--- src/rtl/pktpio_pkg.sv ---
package pktpio_pkg;
  // status byte bit positions
  localparam int SB_BSY  = 7;
  localparam int SB_DRDY = 6;
  localparam int SB_DRQ  = 3;
  localparam int SB_ERR  = 0;

  // register select codes
  localparam logic [2:0] RA_DATA = 3'd0;
  localparam logic [2:0] RA_FEAT = 3'd1;
  localparam logic [2:0] RA_CNT  = 3'd2;
  localparam logic [2:0] RA_LBA0 = 3'd3;
  localparam logic [2:0] RA_BCL  = 3'd4;
  localparam logic [2:0] RA_BCH  = 3'd5;
  localparam logic [2:0] RA_DEV  = 3'd6;
  localparam logic [2:0] RA_CMD  = 3'd7;

  localparam logic [7:0] OPC_PACKET = 8'hA0;
  localparam logic [7:0] OPC_RDBLK  = 8'h28;

  localparam int PKT_WORDS = 6;
  localparam int PKT_CW    = $clog2(PKT_WORDS + 1);

  typedef enum logic [2:0] {
    S_IDLE,
    S_ACC,
    S_PKT,
    S_PARSE,
    S_XFER,
    S_NEXT
  } seq_t;
endpackage

--- src/rtl/pktpio_pkt_decode.sv ---
module pktpio_pkt_decode
  import pktpio_pkg::*;
(
  input  logic [PKT_WORDS*16-1:0] pkt_flat,
  output logic [7:0]              opcode,
  output logic [31:0]             lba,
  output logic [15:0]             nblk
);
  localparam int NBYTES = PKT_WORDS * 2;

  logic [7:0] pb [NBYTES];

  // byte k sits at flat bits 8k+7..8k (low byte of each word first)
  for (genvar k = 0; k < NBYTES; k++) begin : g_bytes
    assign pb[k] = pkt_flat[8*k +: 8];
  end

  assign opcode = pb[0];
  assign lba    = {pb[2], pb[3], pb[4], pb[5]};
  assign nblk   = {pb[7], pb[8]};

  logic unused_bytes;
  assign unused_bytes = ^{pb[1], pb[6], pb[9], pb[10], pb[11]};
endmodule

--- src/rtl/pktpio_burst.sv ---
module pktpio_burst #(
  parameter int REM_W = 26
) (
  input  logic [15:0]      limit,
  input  logic [REM_W-1:0] rem_words,
  output logic [14:0]      burst_words,
  output logic             lim_ok
);
  logic [14:0] lim_half;

  assign lim_half = limit[15:1];
  assign lim_ok   = (lim_half != 15'd0) && (limit != 16'hFFFF);

  always_comb begin
    if (rem_words < REM_W'(lim_half)) burst_words = rem_words[14:0];
    else                              burst_words = lim_half;
  end
endmodule

--- src/rtl/pktpio_src.sv ---
module pktpio_src #(
  parameter bit USE_MEM  = 1'b0,
  parameter int BLK_LOG2 = 10,
  parameter int MEM_AW   = 16
) (
  input  logic [31:0]         blk,
  input  logic [BLK_LOG2-1:0] widx,
  input  logic [15:0]         mem_rdata,
  output logic [15:0]         word,
  output logic [MEM_AW-1:0]   mem_addr
);
  logic [31+BLK_LOG2:0] full_addr;

  assign full_addr = {blk, widx};
  assign mem_addr  = full_addr[MEM_AW-1:0];

  if (USE_MEM) begin : g_mem
    assign word = mem_rdata;
    logic unused_mem;
    assign unused_mem = ^full_addr;
  end else begin : g_pat
    logic [31:0] wext;
    assign wext = 32'(widx);
    assign word = {blk[7:0], wext[7:0]};
    logic unused_pat;
    assign unused_pat = ^{mem_rdata, full_addr, wext};
  end
endmodule

--- src/rtl/pktpio_engine.sv ---
module pktpio_engine
  import pktpio_pkg::*;
#(
  parameter bit USE_MEM  = 1'b0,
  parameter int BLK_LOG2 = 10,
  parameter int MEM_AW   = 16
) (
  input  logic              clk,
  input  logic              rst_n,
  input  logic [2:0]        bus_addr,
  input  logic              bus_wr,
  input  logic              bus_rd,
  input  logic [15:0]       bus_wdata,
  output logic [15:0]       bus_rdata,
  output logic              intrq,
  output logic [MEM_AW-1:0] mem_addr,
  input  logic [15:0]       mem_rdata
);
  localparam int REM_W = 16 + BLK_LOG2;

  seq_t st_q, st_d;

  logic [7:0] feat_q, cnt_q, lba0_q, bcl_q, bch_q, dev_q;
  logic [15:0] lim_q, lim_d, lim_in;
  logic [PKT_CW-1:0] pcnt_q, pcnt_d;
  logic [15:0] pkt_q [PKT_WORDS];
  logic [PKT_WORDS*16-1:0] pkt_flat;
  logic err_q, err_d, irq_q, irq_d, irq_set;
  logic [31:0] blk_q, blk_d;
  logic [BLK_LOG2-1:0] widx_q, widx_d;
  logic [REM_W-1:0] rem_q, rem_d, rem_sel, nblk_words;
  logic [14:0] bleft_q, bleft_d, burst_words;
  logic [15:0] bbytes_q, bbytes_d;
  logic lim_ok;

  logic [7:0] dec_op;
  logic [31:0] dec_lba;
  logic [15:0] dec_nblk;
  logic [15:0] src_word;

  // ---- host access decode ----
  logic cmd_wr, dwr, drd, srd, idle_wr;
  assign idle_wr = bus_wr && (st_q == S_IDLE);
  assign cmd_wr  = idle_wr && (bus_addr == RA_CMD) && (bus_wdata[7:0] == OPC_PACKET);
  assign dwr     = bus_wr && (bus_addr == RA_DATA) && (st_q == S_PKT);
  assign drd     = bus_rd && (bus_addr == RA_DATA) && (st_q == S_XFER);
  assign srd     = bus_rd && (bus_addr == RA_CMD);

  // ---- packet storage, one enabled register per word ----
  for (genvar i = 0; i < PKT_WORDS; i++) begin : g_pkt
    always_ff @(posedge clk or negedge rst_n) begin
      if (!rst_n)                               pkt_q[i] <= '0;
      else if (dwr && (pcnt_q == PKT_CW'(i)))   pkt_q[i] <= bus_wdata;
    end
    assign pkt_flat[16*i +: 16] = pkt_q[i];
  end

  pktpio_pkt_decode u_dec (
    .pkt_flat (pkt_flat),
    .opcode   (dec_op),
    .lba      (dec_lba),
    .nblk     (dec_nblk)
  );

  assign nblk_words = {dec_nblk, {BLK_LOG2{1'b0}}};
  assign rem_sel    = (st_q == S_PARSE) ? nblk_words : rem_q;
  assign lim_in     = (st_q == S_IDLE) ? {bch_q, bcl_q} : lim_q;

  pktpio_burst #(.REM_W(REM_W)) u_burst (
    .limit       (lim_in),
    .rem_words   (rem_sel),
    .burst_words (burst_words),
    .lim_ok      (lim_ok)
  );

  pktpio_src #(.USE_MEM(USE_MEM), .BLK_LOG2(BLK_LOG2), .MEM_AW(MEM_AW)) u_src (
    .blk       (blk_q),
    .widx      (widx_q),
    .mem_rdata (mem_rdata),
    .word      (src_word),
    .mem_addr  (mem_addr)
  );

  // ---- byte registers, writable while idle ----
  always_ff @(posedge clk or negedge rst_n) begin
    if (!rst_n) begin
      feat_q <= '0; cnt_q <= '0; lba0_q <= '0;
      bcl_q  <= '0; bch_q <= '0; dev_q  <= '0;
    end else if (idle_wr) begin
      case (bus_addr)
        RA_FEAT: feat_q <= bus_wdata[7:0];
        RA_CNT:  cnt_q  <= bus_wdata[7:0];
        RA_LBA0: lba0_q <= bus_wdata[7:0];
        RA_BCL:  bcl_q  <= bus_wdata[7:0];
        RA_BCH:  bch_q  <= bus_wdata[7:0];
        RA_DEV:  dev_q  <= bus_wdata[7:0];
        default: ;
      endcase
    end
  end

  // ---- sequencer next state ----
  always_comb begin
    st_d     = st_q;
    pcnt_d   = pcnt_q;
    lim_d    = lim_q;
    err_d    = err_q;
    blk_d    = blk_q;
    widx_d   = widx_q;
    rem_d    = rem_q;
    bleft_d  = bleft_q;
    bbytes_d = bbytes_q;
    irq_set  = 1'b0;
    case (st_q)
      S_IDLE: begin
        if (cmd_wr) begin
          if (feat_q[0] || !lim_ok) begin
            err_d   = 1'b1;
            irq_set = 1'b1;
          end else begin
            st_d   = S_ACC;
            err_d  = 1'b0;
            lim_d  = lim_in;
            pcnt_d = '0;
          end
        end
      end
      S_ACC: st_d = S_PKT;
      S_PKT: begin
        if (dwr) begin
          pcnt_d = pcnt_q + PKT_CW'(1);
          if (pcnt_q == PKT_CW'(PKT_WORDS - 1)) st_d = S_PARSE;
        end
      end
      S_PARSE: begin
        if (dec_op != OPC_RDBLK) begin
          st_d    = S_IDLE;
          err_d   = 1'b1;
          irq_set = 1'b1;
        end else if (dec_nblk == 16'd0) begin
          st_d    = S_IDLE;
          irq_set = 1'b1;
        end else begin
          st_d     = S_XFER;
          blk_d    = dec_lba;
          widx_d   = '0;
          rem_d    = nblk_words;
          bleft_d  = burst_words;
          bbytes_d = {burst_words, 1'b0};
          irq_set  = 1'b1;
        end
      end
      S_XFER: begin
        if (drd) begin
          rem_d   = rem_q - REM_W'(1);
          bleft_d = bleft_q - 15'd1;
          widx_d  = widx_q + BLK_LOG2'(1);
          if (&widx_q) blk_d = blk_q + 32'd1;
          if (bleft_q == 15'd1) begin
            if (rem_q == REM_W'(1)) begin
              st_d    = S_IDLE;
              irq_set = 1'b1;
            end else begin
              st_d = S_NEXT;
            end
          end
        end
      end
      S_NEXT: begin
        st_d     = S_XFER;
        bleft_d  = burst_words;
        bbytes_d = {burst_words, 1'b0};
        irq_set  = 1'b1;
      end
      default: st_d = S_IDLE;
    endcase
    irq_d = irq_set ? 1'b1 : (srd ? 1'b0 : irq_q);
  end

  // ---- sequencer registers ----
  always_ff @(posedge clk or negedge rst_n) begin
    if (!rst_n) begin
      st_q     <= S_IDLE;
      pcnt_q   <= '0;
      lim_q    <= '0;
      err_q    <= 1'b0;
      irq_q    <= 1'b0;
      blk_q    <= '0;
      widx_q   <= '0;
      rem_q    <= '0;
      bleft_q  <= '0;
      bbytes_q <= '0;
    end else begin
      st_q     <= st_d;
      pcnt_q   <= pcnt_d;
      lim_q    <= lim_d;
      err_q    <= err_d;
      irq_q    <= irq_d;
      blk_q    <= blk_d;
      widx_q   <= widx_d;
      rem_q    <= rem_d;
      bleft_q  <= bleft_d;
      bbytes_q <= bbytes_d;
    end
  end

  assign intrq = irq_q;

  // ---- status and read mux ----
  logic bsy, drq;
  logic [7:0] stat_b;
  assign bsy = (st_q == S_ACC) || (st_q == S_PARSE) || (st_q == S_NEXT);
  assign drq = (st_q == S_PKT) || (st_q == S_XFER);

  always_comb begin
    stat_b          = '0;
    stat_b[SB_BSY]  = bsy;
    stat_b[SB_DRDY] = 1'b1;
    stat_b[SB_DRQ]  = drq;
    stat_b[SB_ERR]  = err_q;
  end

  logic in_burst;
  assign in_burst = (st_q == S_XFER) || (st_q == S_NEXT);

  always_comb begin
    case (bus_addr)
      RA_DATA: bus_rdata = (st_q == S_XFER) ? src_word : 16'd0;
      RA_FEAT: bus_rdata = {8'd0, feat_q};
      RA_CNT:  bus_rdata = {8'd0, cnt_q};
      RA_LBA0: bus_rdata = {8'd0, lba0_q};
      RA_BCL:  bus_rdata = {8'd0, in_burst ? bbytes_q[7:0]  : bcl_q};
      RA_BCH:  bus_rdata = {8'd0, in_burst ? bbytes_q[15:8] : bch_q};
      RA_DEV:  bus_rdata = {8'd0, dev_q};
      default: bus_rdata = {8'd0, stat_b};
    endcase
  end

  // ---- assertions ----
  p_bsy_drq_excl_r2: assert property (@(posedge clk) disable iff (!rst_n)
    !(stat_b[SB_BSY] && stat_b[SB_DRQ]));

  p_pkt_count_r2: assert property (@(posedge clk) disable iff (!rst_n)
    (st_q == S_PKT) |-> (pcnt_q < PKT_CW'(PKT_WORDS)));

  p_burst_bound_r5: assert property (@(posedge clk) disable iff (!rst_n)
    (st_q == S_XFER) |-> ((bleft_q != 15'd0) && (bleft_q <= lim_q[15:1])));

  p_last_word_irq_r7: assert property (@(posedge clk) disable iff (!rst_n)
    (drd && (bleft_q == 15'd1) && (rem_q == REM_W'(1))) |=> (intrq && (st_q == S_IDLE)));

  p_status_read_clears_r8: assert property (@(posedge clk) disable iff (!rst_n)
    (srd && !irq_set) |=> !intrq);

  p_stray_write_r9: assert property (@(posedge clk) disable iff (!rst_n)
    (bus_wr && (bus_addr == RA_DATA) && (st_q != S_PKT)) |=> $stable(pcnt_q));

  p_hold_word_r11: assert property (@(posedge clk) disable iff (!rst_n)
    ((st_q == S_XFER) && !drd) |=> ((st_q == S_XFER) && $stable(mem_addr)));
endmodule

--- config.mk ---
export PLATFORM = sky130hd
export DESIGN_NAME = pktpio_engine
export DESIGN_NICKNAME = d
export VERILOG_FILES = /design/src/rtl/pktpio_pkg.sv /design/src/rtl/pktpio_pkt_decode.sv /design/src/rtl/pktpio_burst.sv /design/src/rtl/pktpio_src.sv /design/src/rtl/pktpio_engine.sv
export SDC_FILE = /design/constraint.sdc
export NUM_CORES = 1
export LEC_CHECK = 0
export BUFFER_PORTS_ARGS = -buffer_cell sky130_fd_sc_hd__clkbuf_2
export CAP_MARGIN = 15
export CORE_MARGIN = 3
export CORE_UTILIZATION = 62
export CTS_BUF_LIST = sky130_fd_sc_hd__clkbuf_4
export DETAILED_ROUTE_END_ITERATION = 6
export PLACE_DENSITY = 0.87
export SLEW_MARGIN = 20
export SYNTH_ARGS = -nofsm -noshare
export SYNTH_HDL_FRONTEND = slang
export SYNTH_SLANG_ARGS = --single-unit
--- constraint.sdc ---
create_clock -name clk -period 10 [get_ports clk]
set_input_delay 2.5 -clock clk [delete_from_list [all_inputs] [get_ports clk]]
set_output_delay 2.5 -clock clk [all_outputs]
set_load 0.005 [all_outputs]
### Word level (Yosys, flattened, before mapping)

Index checks and enable logic that the tools add are counted.

* add/sub/neg operators: 5
* $lt $le $gt $ge: 1
* equality and inequality tests: 32
* mux-type cells: 52
* bitwise gates (word level): 1
* reductions and logical operators: 47

Operator list (count)
* 32-bit 2-to-1 mux: 4
* 16-bit one-hot mux with 7 select lines: 1
* 26-bit 2-to-1 mux: 4
* 16-bit 2-to-1 mux: 4
* 32-bit one-hot mux with 2 select lines: 1
* 15-bit 2-to-1 mux: 4
* 26-bit one-hot mux with 2 select lines: 1
* 15-bit one-hot mux with 3 select lines: 1
* 3-bit 2-to-1 mux: 12
* 32-bit by 1-bit adder with 32-bit output, second input constant: 1
* 16-bit one-hot mux with 2 select lines: 1
* 10-bit 2-to-1 mux: 3
* 26-bit by 1-bit == test with 1-bit output, second input constant: 1
* 26-bit by 15-bit less-than comparator with 1-bit output: 1
* 26-bit by 1-bit subtractor with 26-bit output, second input constant: 1
* 3-bit == test, second input constant: 8
* 10-bit one-hot mux with 2 select lines: 1
* 3-bit by 2-bit == test with 1-bit output, second input constant: 6
* 3-bit one-hot mux with 6 select lines: 1
* 16-bit zero test: 1
* 8-bit 2-to-1 mux: 2
* 16-bit inequality test, second input constant: 1
* 2-bit inequality test, second input constant: 8
* 15-bit by 1-bit == test with 1-bit output, second input constant: 1
* other kinds (26): 69

* flip-flop bits (word level): 235
* input bits: 39
* output and inout port bits: 33
* logic and storage cells: 159

### Depth between registers and ports, before layout

Gate-level depths: netlist (run 1).

* depth after elaboration: 10
* depth in mapped cells: 15
* depth with buffers taken out: 12

### Modules after synthesis

From an unflattened synthesis (run 1), not the netlist that was laid out.

* cell total of the unflattened synthesis: 1416
* area, all modules: 14802.9 sq um

By module, submodules not included
* pktpio_engine: times used 1, cells each 1250, area an instance 13461.7 sq um, sequential area each 6656.4 sq um
* pktpio_burst: times used 1, cells each 78, area an instance 680.7 sq um, sequential area each 0.0 sq um
* pktpio_pkt_decode: times used 1, cells each 56, area an instance 420.4 sq um, sequential area each 0.0 sq um
* pktpio_src: times used 1, cells each 32, area an instance 240.2 sq um, sequential area each 0.0 sq um

### Worst setup path before layout (run 1)

No wires, ideal clock.

* path type: input -> output
* from: in bus_addr[2]
* to: out bus_rdata[0]
* arrival time: 3.852 ns
* path slack: 3.648 ns
* cell stages on the path: 7
* buffers on the path: 2
* path through: clkbuf_1 nor3_1 and2_1 clkbuf_1 a221o_1 o22ai_1 a21oi_1

* word-level cells in the longest chain between the ends: 2

RTL lines
* start, declared: RTL line pktpio_engine.sv:10 `input logic [2:0] bus_addr,`
* 3-bit == test, or another cell as far along: RTL line pktpio_engine.sv:227 `case (bus_addr)`
* 16-bit one-hot mux with 7 select lines *: RTL line pktpio_engine.sv:227
* end, declared: RTL line pktpio_engine.sv:14 `output logic [15:0] bus_rdata,`

Mark *: on every way between the ends. The rest lies on a longest branch, timed or not.

### Final worst setup path (run 1)

* from: in bus_addr[1]
* to: out bus_rdata[0]

The elaborated chain is that of the path after synthesis.

==> results, run 1 <==
- The CTS sink count is 178.
- For this run, the register share of the synthesized area comes to 44.0%.
- The final route contains 8777 vias.
- The number of gates resized after CTS was 0.
- The initial antenna violation count is 1.
- The floorplan has 46 rows.
- The share of synthesized cell area in and, or, nand and nor gates is 17.0%.
- The post-route netlist has 20.2% of its cells at a drive strength greater than 1.
- The worst path needs 6930 ps of the cycle, external delays included.
- Setup repair after global routing left no endpoint under its margin.
- The areal power density over the cells is 146 nW/um^2.
- After synthesis, the share of cell area in mux cells is 14.0%.
- After detailed routing, the number of remaining DRC violations is 0.
- The tightest min-delay check is of the flop to flop type.
- The kind of start point of the critical path is an input pin.
- The TritonCTS clock tree is built.
- The count of flip-flops with a built-in enable after synthesis is 0.
- The per-instance average area after synthesis is 9.78 sq um.
- The required time at the worst-slack endpoint is 7500 ps.
- Once the clock tree was built, the setup fixing pass inserted 0 buffers.
- Among all flip-flop cells after synthesis, the most frequent one is dfrtp_1.
- The share of synthesized flip-flops with an asynchronous set or reset is 100%.
- The final antenna-violating net count is 0.
- Wires add up to 28000 um.
- The clock arrives with 27.5 ps of skew.
- The path type of the worst setup path is input pin to output port.
- The number of warnings reported in the yosys synthesis log is 0.
- The maximum clock rate is 144 MHz.
- IR analysis of the VDD net gives a maximum drop of 0.121 mV.
- In this run, distinct cell masters in the synthesized netlist total 84.
- Summed over all failing endpoints, the final setup total negative slack is 0 ps.
- The maximum number of pins on one net before global-route repair is 120.
- The leakage power is 4.71 nW.
- The fraction of the mapped netlist area in adder cells is 2.45%.
- In this run the deepest clock path goes through 2 buffers.
- In this run the vertical extent of the chip is 134 um.
- STA classifies the critical path endpoint as an output port.
- The number of port buffers is 55.
- The largest family of logic cells by synthesized area is simple AND/OR/NAND/NOR gates.
- The root buffer cell chosen for the clock tree is clkbuf_4.
- The register clock-pin slew on the reported worst setup and hold paths is 160 ps.
- The total clock buffers created by CTS is 17.
- The overall routing resource usage is 32.0%.
- Final hold analysis gives a worst-case slack of 501 ps.
- The number of top-level pins is 72.
- After the last flow step, the layout net total stands at 1109.
- At the pin with the least slew margin, the transition time is 958 ps.
- The global-route wire length before repair is 45100 um.
- At the end of routability-driven placement, the weighted congestion stood at 0.975.
- The total core area is 15900 sq um.
- In this run, the number of DRC markers left after iteration 0 of detailed routing was 1225.
- The vias per cell is 6.85.
- Synthesis produced a netlist with a net count of 1092.
- The first detailed-routing pass ran for 6 iterations.
- The number of hold buffers added after CTS was 0.
- The H-tree depth is 4.
- The arrival time reported for the critical path endpoint is 4430 ps.
- The number of hold violations in the final report came to 0.
- The synthesized netlist devotes 16.9% of its cell area to compound gates.
- The count of final max-slew check failures is 0.
- The part of the cycle the worst path needs is 69.3%.
- After synthesis the netlist holds a flip-flop and latch count of 178.
- Relative to the synthesized area, the layout overhead comes to 6.06%.
- The clock insertion delay at the later pin of the skew report is 610 ps.
- After detailed routing, the average wire length per cell comes to 21.9 um.
- The flow ran to the end, and the final reports show no timing, DRC or antenna violations.
- The worst pin sits at a relative slew slack of 36.1%.
- After global routing the overflow that remains totals 0.
- The die covers 17900 sq um.
- The via count of the first global-routing pass is 8327.
- After synthesis the cells add up to 10100 sq um.
- The initial utilization of the core area, before any placement, comes to 63.5%.
- Max-cap violations in this run came to 0.
- The share of the synthesized netlist area taken by xor and xnor gates is 1.47%.
- The width of the chip is 134 um.
- The final-report setup violation count is 0.
- Of all nets on the critical path, the largest fanout is 26.
- Synthesis produced a netlist whose cell count is 1034.
- The half-perimeter wire length after detailed placement is 19700 um.
==> routing by layer <==
metal  GRT usage [%]  up-vias  part of all wire [%]
met1            45.5     4310                    41
li1                -     3858                     -
met4            13.8        0                   3.8
met3            5.89      106                   9.2
met5               0        -                     0
met2            48.6      503                    46
==> worst max-delay path, cell delays in order <==
cell and delay [ps]:
clkbuf_2 330, nor2b_1 610, a22oi_1 200, nor2_1 140, a221o_1 140, o22ai_1 80
a21oi_1 260, clkbuf_2 170
==> metrics by stage <==
step	power [mW]	instances	area, sq um	worst slack, ps	utilization [%]
after floorplan	1.04	1034	10100	3650	-
after global placement	1.14	1248	10400	3210	65.5
after detailed placement	1.16	1248	10400	3180	65.5
after CTS	1.56	1280	10700	3180	67.2
after global routing	1.63	1281	10700	2950	67.3
final	1.57	1281	10700	3070	67.3
==> cell usage in the layout, fill, tap and decap left out, types with 4 or more instances in the layout <==
cell type	synthesis	layout
or4_1	8	8
o221ai_1	8	8
o22ai_1	13	13
nor3b_1	4	4
o21ai_0	55	55
mux2i_1	37	37
clkbuf_2	0	54
a221oi_1	16	16
and3_1	17	17
a31oi_1	11	11
o22a_1	5	5
ha_1	19	19
a22o_1	5	5
inv_1	21	21
nor2_1	77	76
inv_6	0	5
a22oi_1	15	15
a21o_1	7	7
nor4_1	18	18
buf_4	8	13
nor2b_1	7	7
mux2_2	85	85
nand2b_1	7	7
nor3_1	30	29
xnor2_1	10	10
nand3_1	32	32
a221oi_2	6	6
clkbuf_4	0	17
o21a_1	4	4
o31ai_1	4	4
or3_1	10	10
dfrtp_1	178	178
xor2_1	7	7
nand2_1	100	100
a21oi_1	70	69
nand4_1	9	9
==> final cells by class <==
| type | count | area, sq um |
|---|---|---|
| inverters | 22 | 82.6 |
| well taps | 216 | 270 |
| clock buffers | 17 | 128 |
| diodes | 1 | 2.50 |
| multi-input cells | 764 | 5270 |
| fillers | 1254 | 5210 |
| repair buffers | 68 | 382 |
| clock inverters | 15 | 146 |
| flip-flops and latches | 178 | 4450 |
==> power by group <==
group,total (mW),leakage [nW],switching [mW],internal [mW]
combinational,0.307,2.17,0.190,0.116
sequential,0.849,2.39,0.0797,0.769
clock,0.416,0.151,0.285,0.131
total,1.57,4.71,0.555,1.02
==> cell usage after synthesis (4+ instances only) <==
cell,count,area (sq um)
buf_2,7,35.0
nor4_1,18,113
buf_1,5,18.8
o21ai_0,55,275
a31oi_1,11,68.8
a22o_1,5,43.8
nor3b_1,4,30.0
buf_4,8,60.1
buf_6,5,56.3
nand2b_1,7,43.8
or3_1,10,62.6
ha_1,19,238
a21o_1,7,52.6
nor3_1,30,150
nand2_1,100,375
a21oi_1,70,350
a221oi_2,6,90.1
nor2_1,77,289
a221oi_1,16,140
nand3_1,32,160
nand4_1,9,56.3
a22oi_1,15,113
inv_1,21,78.8
xor2_1,7,61.3
and3_1,17,106
mux2_2,85,957
clkbuf_1,45,169
xnor2_1,10,87.6
or4_1,8,60.1
o21a_1,4,30.0
mux2i_1,37,370
o22ai_1,13,81.3
o31ai_1,4,30.0
a211oi_1,4,30.0
dfrtp_1,178,4450
o22a_1,5,43.8
nor2b_1,7,43.8
o221ai_1,8,70.1
==> final timing paths <==
kind                        startpoint  slack (ps)      endpoint  depth (start not counted)
max                        bus_addr[1]        3070  bus_rdata[0]                          8
max in group asynchronous        rst_n        6670       st_q[0]                          2
max reg2reg                    st_q[0]        5260   bleft_q[14]                         10
min                           lim_q[3]         500      lim_q[3]                          2
min in group asynchronous        rst_n        2010      rem_q[6]                          1
min reg2reg                   lim_q[3]         500      lim_q[3]                          2
==> cells by family after synthesis <==
family | Yosys count
xor gates and xnor gates | 17
and+or+nand+nor | 344
muxes | 128
buffers and inverters | 92
AOI/OAI and AO/OA | 255
DFF | 178
adders and majority gates | 20
==> state kept, by name (all words and copies together), names as in the netlist, 10 cells and up <==
signal    count
lim_q        16
pkt_flat     32
bbytes_q     15
bleft_q      15
widx_q       10
rem_q        26
(Power assumes the default switching activity.)
==> run 2, diff against run 1 <==
--- a/config.mk
+++ b/config.mk
@@ -8,10 +8,10 @@
 export BUFFER_PORTS_ARGS = -buffer_cell sky130_fd_sc_hd__clkbuf_2
 export CAP_MARGIN = 15
 export CORE_MARGIN = 3
-export CORE_UTILIZATION = 62
+export CORE_UTILIZATION = 57
 export CTS_BUF_LIST = sky130_fd_sc_hd__clkbuf_4
 export DETAILED_ROUTE_END_ITERATION = 6
-export PLACE_DENSITY = 0.87
+export PLACE_DENSITY = 0.84
 export SLEW_MARGIN = 20
 export SYNTH_ARGS = -nofsm -noshare
 export SYNTH_HDL_FRONTEND = slang
==> constraint.sdc (replaced) <==
create_clock -name clk -period 5.55 [get_ports clk]
set_input_delay 1.3875 -clock clk [delete_from_list [all_inputs] [get_ports clk]]
set_output_delay 1.3875 -clock clk [all_outputs]
set_load 0.005 [all_outputs]
==> results, run 2 (same netlist as run 1, synthesis figures left out) <==
- The flow ran to the end, and the final reports show no timing, DRC or antenna violations.
- The number of DRC violations after detailed-routing iteration 0 is 1133 (-7.5%).
- The H-tree depth is 4 (unchanged).
- The most repeated library cell on the critical path is clkbuf_2.
- The commonest non-fill, non-tap cell in the layout is dfrtp_1.
- The total clock buffers created by CTS is 17 (unchanged).
- The tree is rooted in a clkbuf_4.
- The clock insertion delay at the later pin of the skew report is 600 ps (about the same).
- The number of flip-flops in the largest register is 32 (unchanged).
- The clock tree buffer depth is 2 (unchanged).
- The via count of the first global-routing pass was 8105 (-2.7%).
- The register clock-pin slew on the reported worst setup and hold paths is 150 ps (about the same).
- The internal power contribution is 1.87 mW (+84%).
- The number of port buffers is 55 (unchanged).
- The area of the die is 19400 sq um (+8.4%).
- The number of hold violations in the final report is 0 (unchanged).
- The path class of the tightest hold or removal check is flop to flop.
- The global-route wire length before repair is 44100 um (-2.1%).
- The maximum number of pins on one net before global-route repair was 109 (-9.2%).
- The half-perimeter wire length after detailed placement is 19300 um (-2.4%).
- The areal power density over the cells was 261 nW/um^2 (+78%).
- The worst slack after detailed placement is 910 ps (-2270 ps).
- The arrival time reported for the critical path endpoint is 3330 ps (-1100 ps).
- The required time at the worst-slack endpoint was 4160 ps (-3340 ps).
- Based on the critical path, the design can be clocked at up to 212 MHz.
- The initial antenna violation count is 1 (unchanged).
- The total core area was 17400 sq um (+8.9%).
- The final design utilization is 62.3% (-5.0 points).
- STA classifies the critical path endpoint as an output port.
- The worst-case headroom to the max-slew limit is 24.2% (-12 points).
- The final antenna-violating net count is 0 (unchanged).
- The global placer's final weighted congestion was 0.953 (-2.3%).
- The part of the total power dissipated in combinational logic is 19.0% (-0.5 points).
- The library cells used most frequently in the layout, excluding fill and tap cells, are dfrtp_1, nand2_1, mux2_2, nor2_1, a21oi_1.
- Traced cell by cell, the critical path runs through clkbuf_2 -> nor3_1 -> buf_4 -> and2_1 -> a221o_1 -> o22ai_1 -> a21oi_1 -> clkbuf_2.
- The via count of the routed design is 8696 (-0.92%).
- The slew of the pin with the lowest slew margin came to 1130 ps (+170 ps).
- The part of the cycle the worst path needs is 85.0%.
- The cell type of the slowest stage on the worst timing path is and2_1.
- The path type of the worst setup path is input pin to output port.
- The number of iterations in the first detailed-routing pass is 7 (+1).
- The vias per cell is 6.70 (-2.2%).
- The max-capacitance violation count is 0 (unchanged).
- The standard-cell row count is 48 (+4.3%).
- The area added between synthesis and finish is 6.89%.
- The maximum single-stage delay on the critical path came to 340 ps (-270 ps).
- The area of all placed cells without fillers is 10800 sq um (+0.78%).
- The largest vdd supply drop is 0.177 mV (+47%).
- The count of final max-slew check failures came to 0 (unchanged).
- The quantity of hold-fixing buffers added after cts is 0 (unchanged).
- The number of top-level pins is 72 (unchanged).
- The setup TNS is 0 ps (unchanged).
- The leakage power is 4.75 nW (+0.77%).
- The kind of start point of the critical path is an input pin.
- The clock share of power is 26.5% (about the same).
- The post-CTS resize count is 0 (unchanged).
- The mean routed wirelength per cell is 21.2 um (-3.0%).
- The overall routing resource usage was 28.4% (-3.7 points).
- The post-layout net count came to 1117 (+0.72%).
- The worst clock skew on the final layout came to 21.4 ps (-6.04 ps).
- The total grt overflow is 0 (unchanged).
- The final-layout worst hold slack is 502 ps (+0.582 ps).
- The final-report setup violation count came to 0 (unchanged).
- The CTS sink count is 178 (unchanged).
- The smallest setup slack after layout is 830 ps (-2240 ps).
- The minimum clock period after layout is 4720 ps.
- The width of the chip came to 139 um (+4.1%).
- The TritonCTS clock tree is built.
- The count of buffers added by post-CTS timing repair for setup came to 0 (unchanged).
- The starting density of the core is 58.3% (-5.2 points).
- The maximum fanout encountered on the critical timing path was 26 (unchanged).
- The die boundary height is 139 um (+4.1%).
- The share of total power consumed by net switching is 33.8% (-1.5 points).
- The net load switching power was 0.952 mW (+72%).
- The total wirelength of the detailed-routed design is 27500 um (-1.8%).
- The sequential share of power is 54.5% (+0.5 points).
- Setup repair after global routing left no endpoint under its margin.
- The area of placed instances is 10500 sq um (+0.80%).
- The share of cells above drive strength 1 came to 20.5% (+0.32 points).
- The count of unresolved DRC violations after routing was 0 (unchanged).
run 2: path summary, 6_finish.rpt:
kind	from	endpoint	slack, ps	cells after the start
setup / recovery	bus_addr[1]	bus_rdata[0]	830	8
hold / removal	lim_q[2]	lim_q[2]	500	2
setup reg to reg	st_q[1]	bleft_q[14]	1010	9
hold reg to reg	lim_q[2]	lim_q[2]	500	2
max in group asynchronous	rst_n	rem_q[13]	3760	2
min in group asynchronous	rst_n	bbytes_q[8]	760	1
run 2: power groups by stage:
stage	clock [mW]	combinational [mW]	sequential, mW
finish	0.747	0.535	1.54
global route	0.809	0.599	1.55
CTS	0.758	0.525	1.53
detailed placement	0	0.524	1.56
global placement	0	0.506	1.55
floorplan	0	0.389	1.48
run 2: critical path, delay by kind of cell:
family,cells,cell delay (ps)
buffers and inverters,3,720
AND/OR/NAND/NOR,2,650
AO/OA/AOI/OAI,3,550
run 2: metrics by stage:
step,power [mW],instances
detailed placement,2.08,1265
global placement,2.06,1265
finish,2.82,1298
global route,2.96,1298
floorplan,1.87,1034
CTS,2.81,1297
run 2: final cells by class:
| cell class | instances | area [sq um] |
|---|---|---|
| well taps | 225 | 282 |
| clock inverters | 15 | 154 |
| fillers | 1357 | 6540 |
| clock buffers | 17 | 128 |
| flip-flops and latches | 178 | 4450 |
| multi-input cells | 764 | 5260 |
| inverters | 22 | 82.6 |
| diodes | 1 | 2.50 |
| repair buffers | 76 | 452 |
run 2: metal layers:
metal,GRT usage (%),routed length [um]
met1,40.5,11600
met2,42.9,12300
met3,4.98,2430
met4,12.3,1210
met5,0,0
==> run 3, diff against run 2 <==
--- a/config.mk
+++ b/config.mk
@@ -11,8 +11,8 @@
 export CORE_UTILIZATION = 57
 export CTS_BUF_LIST = sky130_fd_sc_hd__clkbuf_4
 export DETAILED_ROUTE_END_ITERATION = 6
-export PLACE_DENSITY = 0.84
-export SLEW_MARGIN = 20
+export PLACE_DENSITY_LB_ADDON = 0.15
+export RECOVER_POWER = 100
 export SYNTH_ARGS = -nofsm -noshare
 export SYNTH_HDL_FRONTEND = slang
 export SYNTH_SLANG_ARGS = --single-unit
==> results, run 3 (same netlist as run 1, synthesis figures left out) <==
- The post-CTS resize count is 0 (unchanged).
- The worst setup path is of the input pin to output port kind.
- The number of cells on the worst hold path came to 2 (unchanged).
- The largest vdd supply drop was 0.219 mV (+24%).
- Leaving out fill and tap cells, the most frequent cell in the layout is dfrtp_1.
- TritonCTS built the clock tree.
- The initial antenna violation count is 1 (unchanged).
- The count of unresolved DRC violations after routing is 2 (+2).
- The final-layout worst hold slack is 503 ps (+1.06 ps).
- The half-perimeter wire length after detailed placement came to 20000 um (+4.1%).
- The count of final max-slew check failures is 81 (+81).
- The worst-case headroom to the max-slew limit is -154% (-180 points).
- The source of the worst register-to-register timing path is st_q[0].
- The maximum fanout encountered on the critical timing path is 26 (unchanged).
- The setup slack of the worst register-to-register path is 680 ps (-330 ps).
- The areal power density over the cells came to 263 nW/um^2 (+1.1%).
- The required time at the worst-slack endpoint came to 4160 ps (about the same).
- The register clock-pin slew on the reported worst setup and hold paths was 170 ps (+20 ps).
- The max-capacitance violation count is 1 (+1).
- The total power after layout is 2.84 mW (+0.84%).
- Setup repair after global routing left no endpoint under its margin.
- The maximum clock rate is 199 MHz (-6.0%).
- The number of DRC violations after detailed-routing iteration 0 is 1098 (-3.1%).
- The number of port buffers is 55 (unchanged).
- The arrival time reported for the critical path endpoint was 3630 ps (+300 ps).
- The part of the cycle the worst path needs came to 90.5% (+5.4 points).
- The clock tree root buffer cell is clkbuf_4.
- The worst slack after detailed placement is 944 ps (+33.6 ps).
- The total wirelength of the detailed-routed design is 28500 um (+3.4%).
- The setup TNS was 0 ps (unchanged).
- The post-layout net count is 1121 (+0.36%).
- The die boundary height is 139 um (unchanged).
- The slew of the pin with the lowest slew margin is 3810 ps (+2680 ps).
- The area of the die is 19400 sq um (unchanged).
- The total core area is 17400 sq um (unchanged).
- The path type of the worst min-delay path is flop to flop.
- The share of cells above drive strength 1 is 18.2% (-2.3 points).
- The number of top-level pins came to 72 (unchanged).
- The number of flip-flops in the largest register came to 32 (unchanged).
- The final reports fail on DRC, capacitance limit, slew limit.
- The minimum clock period after layout is 5020 ps (+301 ps).
- The maximum number of pins on one net before global-route repair came to 99 (-9.2%).
- The quantity of hold-fixing buffers added after cts is 0 (unchanged).
- The worst-case reg-to-reg path depth is 12 (+3).
- The maximum single-stage delay on the critical path is 530 ps (+190 ps).
- The via count of the first global-routing pass is 8357 (+3.1%).
- The global-route wire length before repair came to 46400 um (+5.1%).
- The leakage power was 4.68 nW (-1.5%).
- The worst register-to-register path ends at bleft_q[13].
- The global placer's final weighted congestion is 0.945 (-0.90%).
- The number of iterations in the first detailed-routing pass is 7 (unchanged).
- The critical path goes through clkbuf_2 -> nor3_1 -> clkbuf_1 -> and2_1 -> a221o_1 -> o22ai_1 -> a21oi_1 -> clkbuf_1.
- The final-report setup violation count is 0 (unchanged).
- The worst clock skew on the final layout is 24.9 ps (+3.47 ps).
- The via count of the routed design came to 8604 (-1.1%).
- The number of hold violations in the final report is 0 (unchanged).
- The worst min-delay path endpoint is lim_q[14].
- The cell type of the slowest stage on the worst timing path is clkbuf_1.
- The filler cell count came to 1529 (+13%).
- The final design utilization is 62.2% (-0.14 points).
- The total grt overflow was 0 (unchanged).
- The smallest setup slack after layout is 529 ps (-301 ps).
- The overall routing resource usage is 30.1% (+1.7 points).
- The starting density of the core is 58.3% (unchanged).
- The startpoint identified for the worst hold timing path is lim_q[14].
- The clock tree buffer depth came to 2 (unchanged).
- STA classifies the critical path startpoint as an input pin.
- The run finished, with violations left.
- The CTS sink count is 178 (unchanged).
- The count of buffers added by post-CTS timing repair for setup is 0 (unchanged).
- In this design, the critical path's most frequently occurring cell is clkbuf_1.
- The final antenna-violating net count is 0 (unchanged).
- The category of the worst setup path capture point is an output port.
- The library cells used most frequently in the layout, excluding fill and tap cells, are dfrtp_1, nand2_1, mux2_2, nor2_1, a21oi_1.
- The total clock buffers created by CTS is 17 (unchanged).
- The width of the chip came to 139 um (unchanged).
- The vias per cell is 6.61 (-1.4%).
- Compared with the post-synthesis result, the final layout area differs by 6.65%.
- The mean routed wirelength per cell is 21.9 um (+3.1%).
- The H-tree depth came to 4 (unchanged).
- The clock insertion delay at the later pin of the skew report came to 600 ps (about the same).
- The standard-cell row count is 48 (unchanged).
[run 3: final cells by class]
class | instances | area (sq um) | share of cell area, %
Sequential cell | 178 | 4450 | 41.3
Antenna cell | 1 | 2.50 | 0.0232
Tap cell | 225 | 282 | 2.61
Inverter | 22 | 82.6 | 0.765
Clock buffer | 18 | 135 | 1.25
Multi-Input combinational cell | 764 | 5240 | 48.6
Timing Repair Buffer | 80 | 433 | 4.01
Clock inverter | 14 | 160 | 1.48
[run 3: where the power goes]
group	internal, mW	switching, mW
logic	0.212	0.341
clock network	0.217	0.542
registers	1.39	0.145
total	1.82	1.03
[run 3: how the worst max path moves through the flow]
| stage | end | cells past startpoint | slack (ps) | from |
|---|---|---|---|---|
| 3_5_place_dp | bus_rdata[0] | 8 | 940 | bus_addr[1] |
| 3_3_place_gp | bus_rdata[0] | 8 | 940 | bus_addr[1] |
| 2_1_floorplan | bus_rdata[0] | 7 | 1420 | bus_addr[2] |
| 5_1_grt | bus_rdata[0] | 8 | 380 | bus_addr[1] |
| 6_report | bus_rdata[0] | 8 | 530 | bus_addr[1] |
| 4_1_cts | bus_rdata[0] | 8 | 930 | bus_addr[1] |
[run 3: worst max-delay path: cells and delay by family]
family                 cells  cell delay [ps]
buffers and inverters      3              990
and+or+nand+nor            2              680
AOI/OAI and AO/OA          3              560
[run 3: through the flow]
| stage | area [sq um] | instances |
|---|---|---|
| floorplan | 10100 | 1034 |
| global placement | 10600 | 1269 |
| detailed placement | 10600 | 1269 |
| CTS | 10900 | 1301 |
| global route | 10800 | 1302 |
| finish | 10800 | 1302 |
[run 3: layer usage]
metal | routed length, um | GRT usage, % | up-vias
met4 | 764 | 9.32 | 0
met3 | 2440 | 5.88 | 61
li1 | - | - | 3888
met1 | 12300 | 43.5 | 4241
met5 | 0 | 0 | -
met2 | 13000 | 46.2 | 414
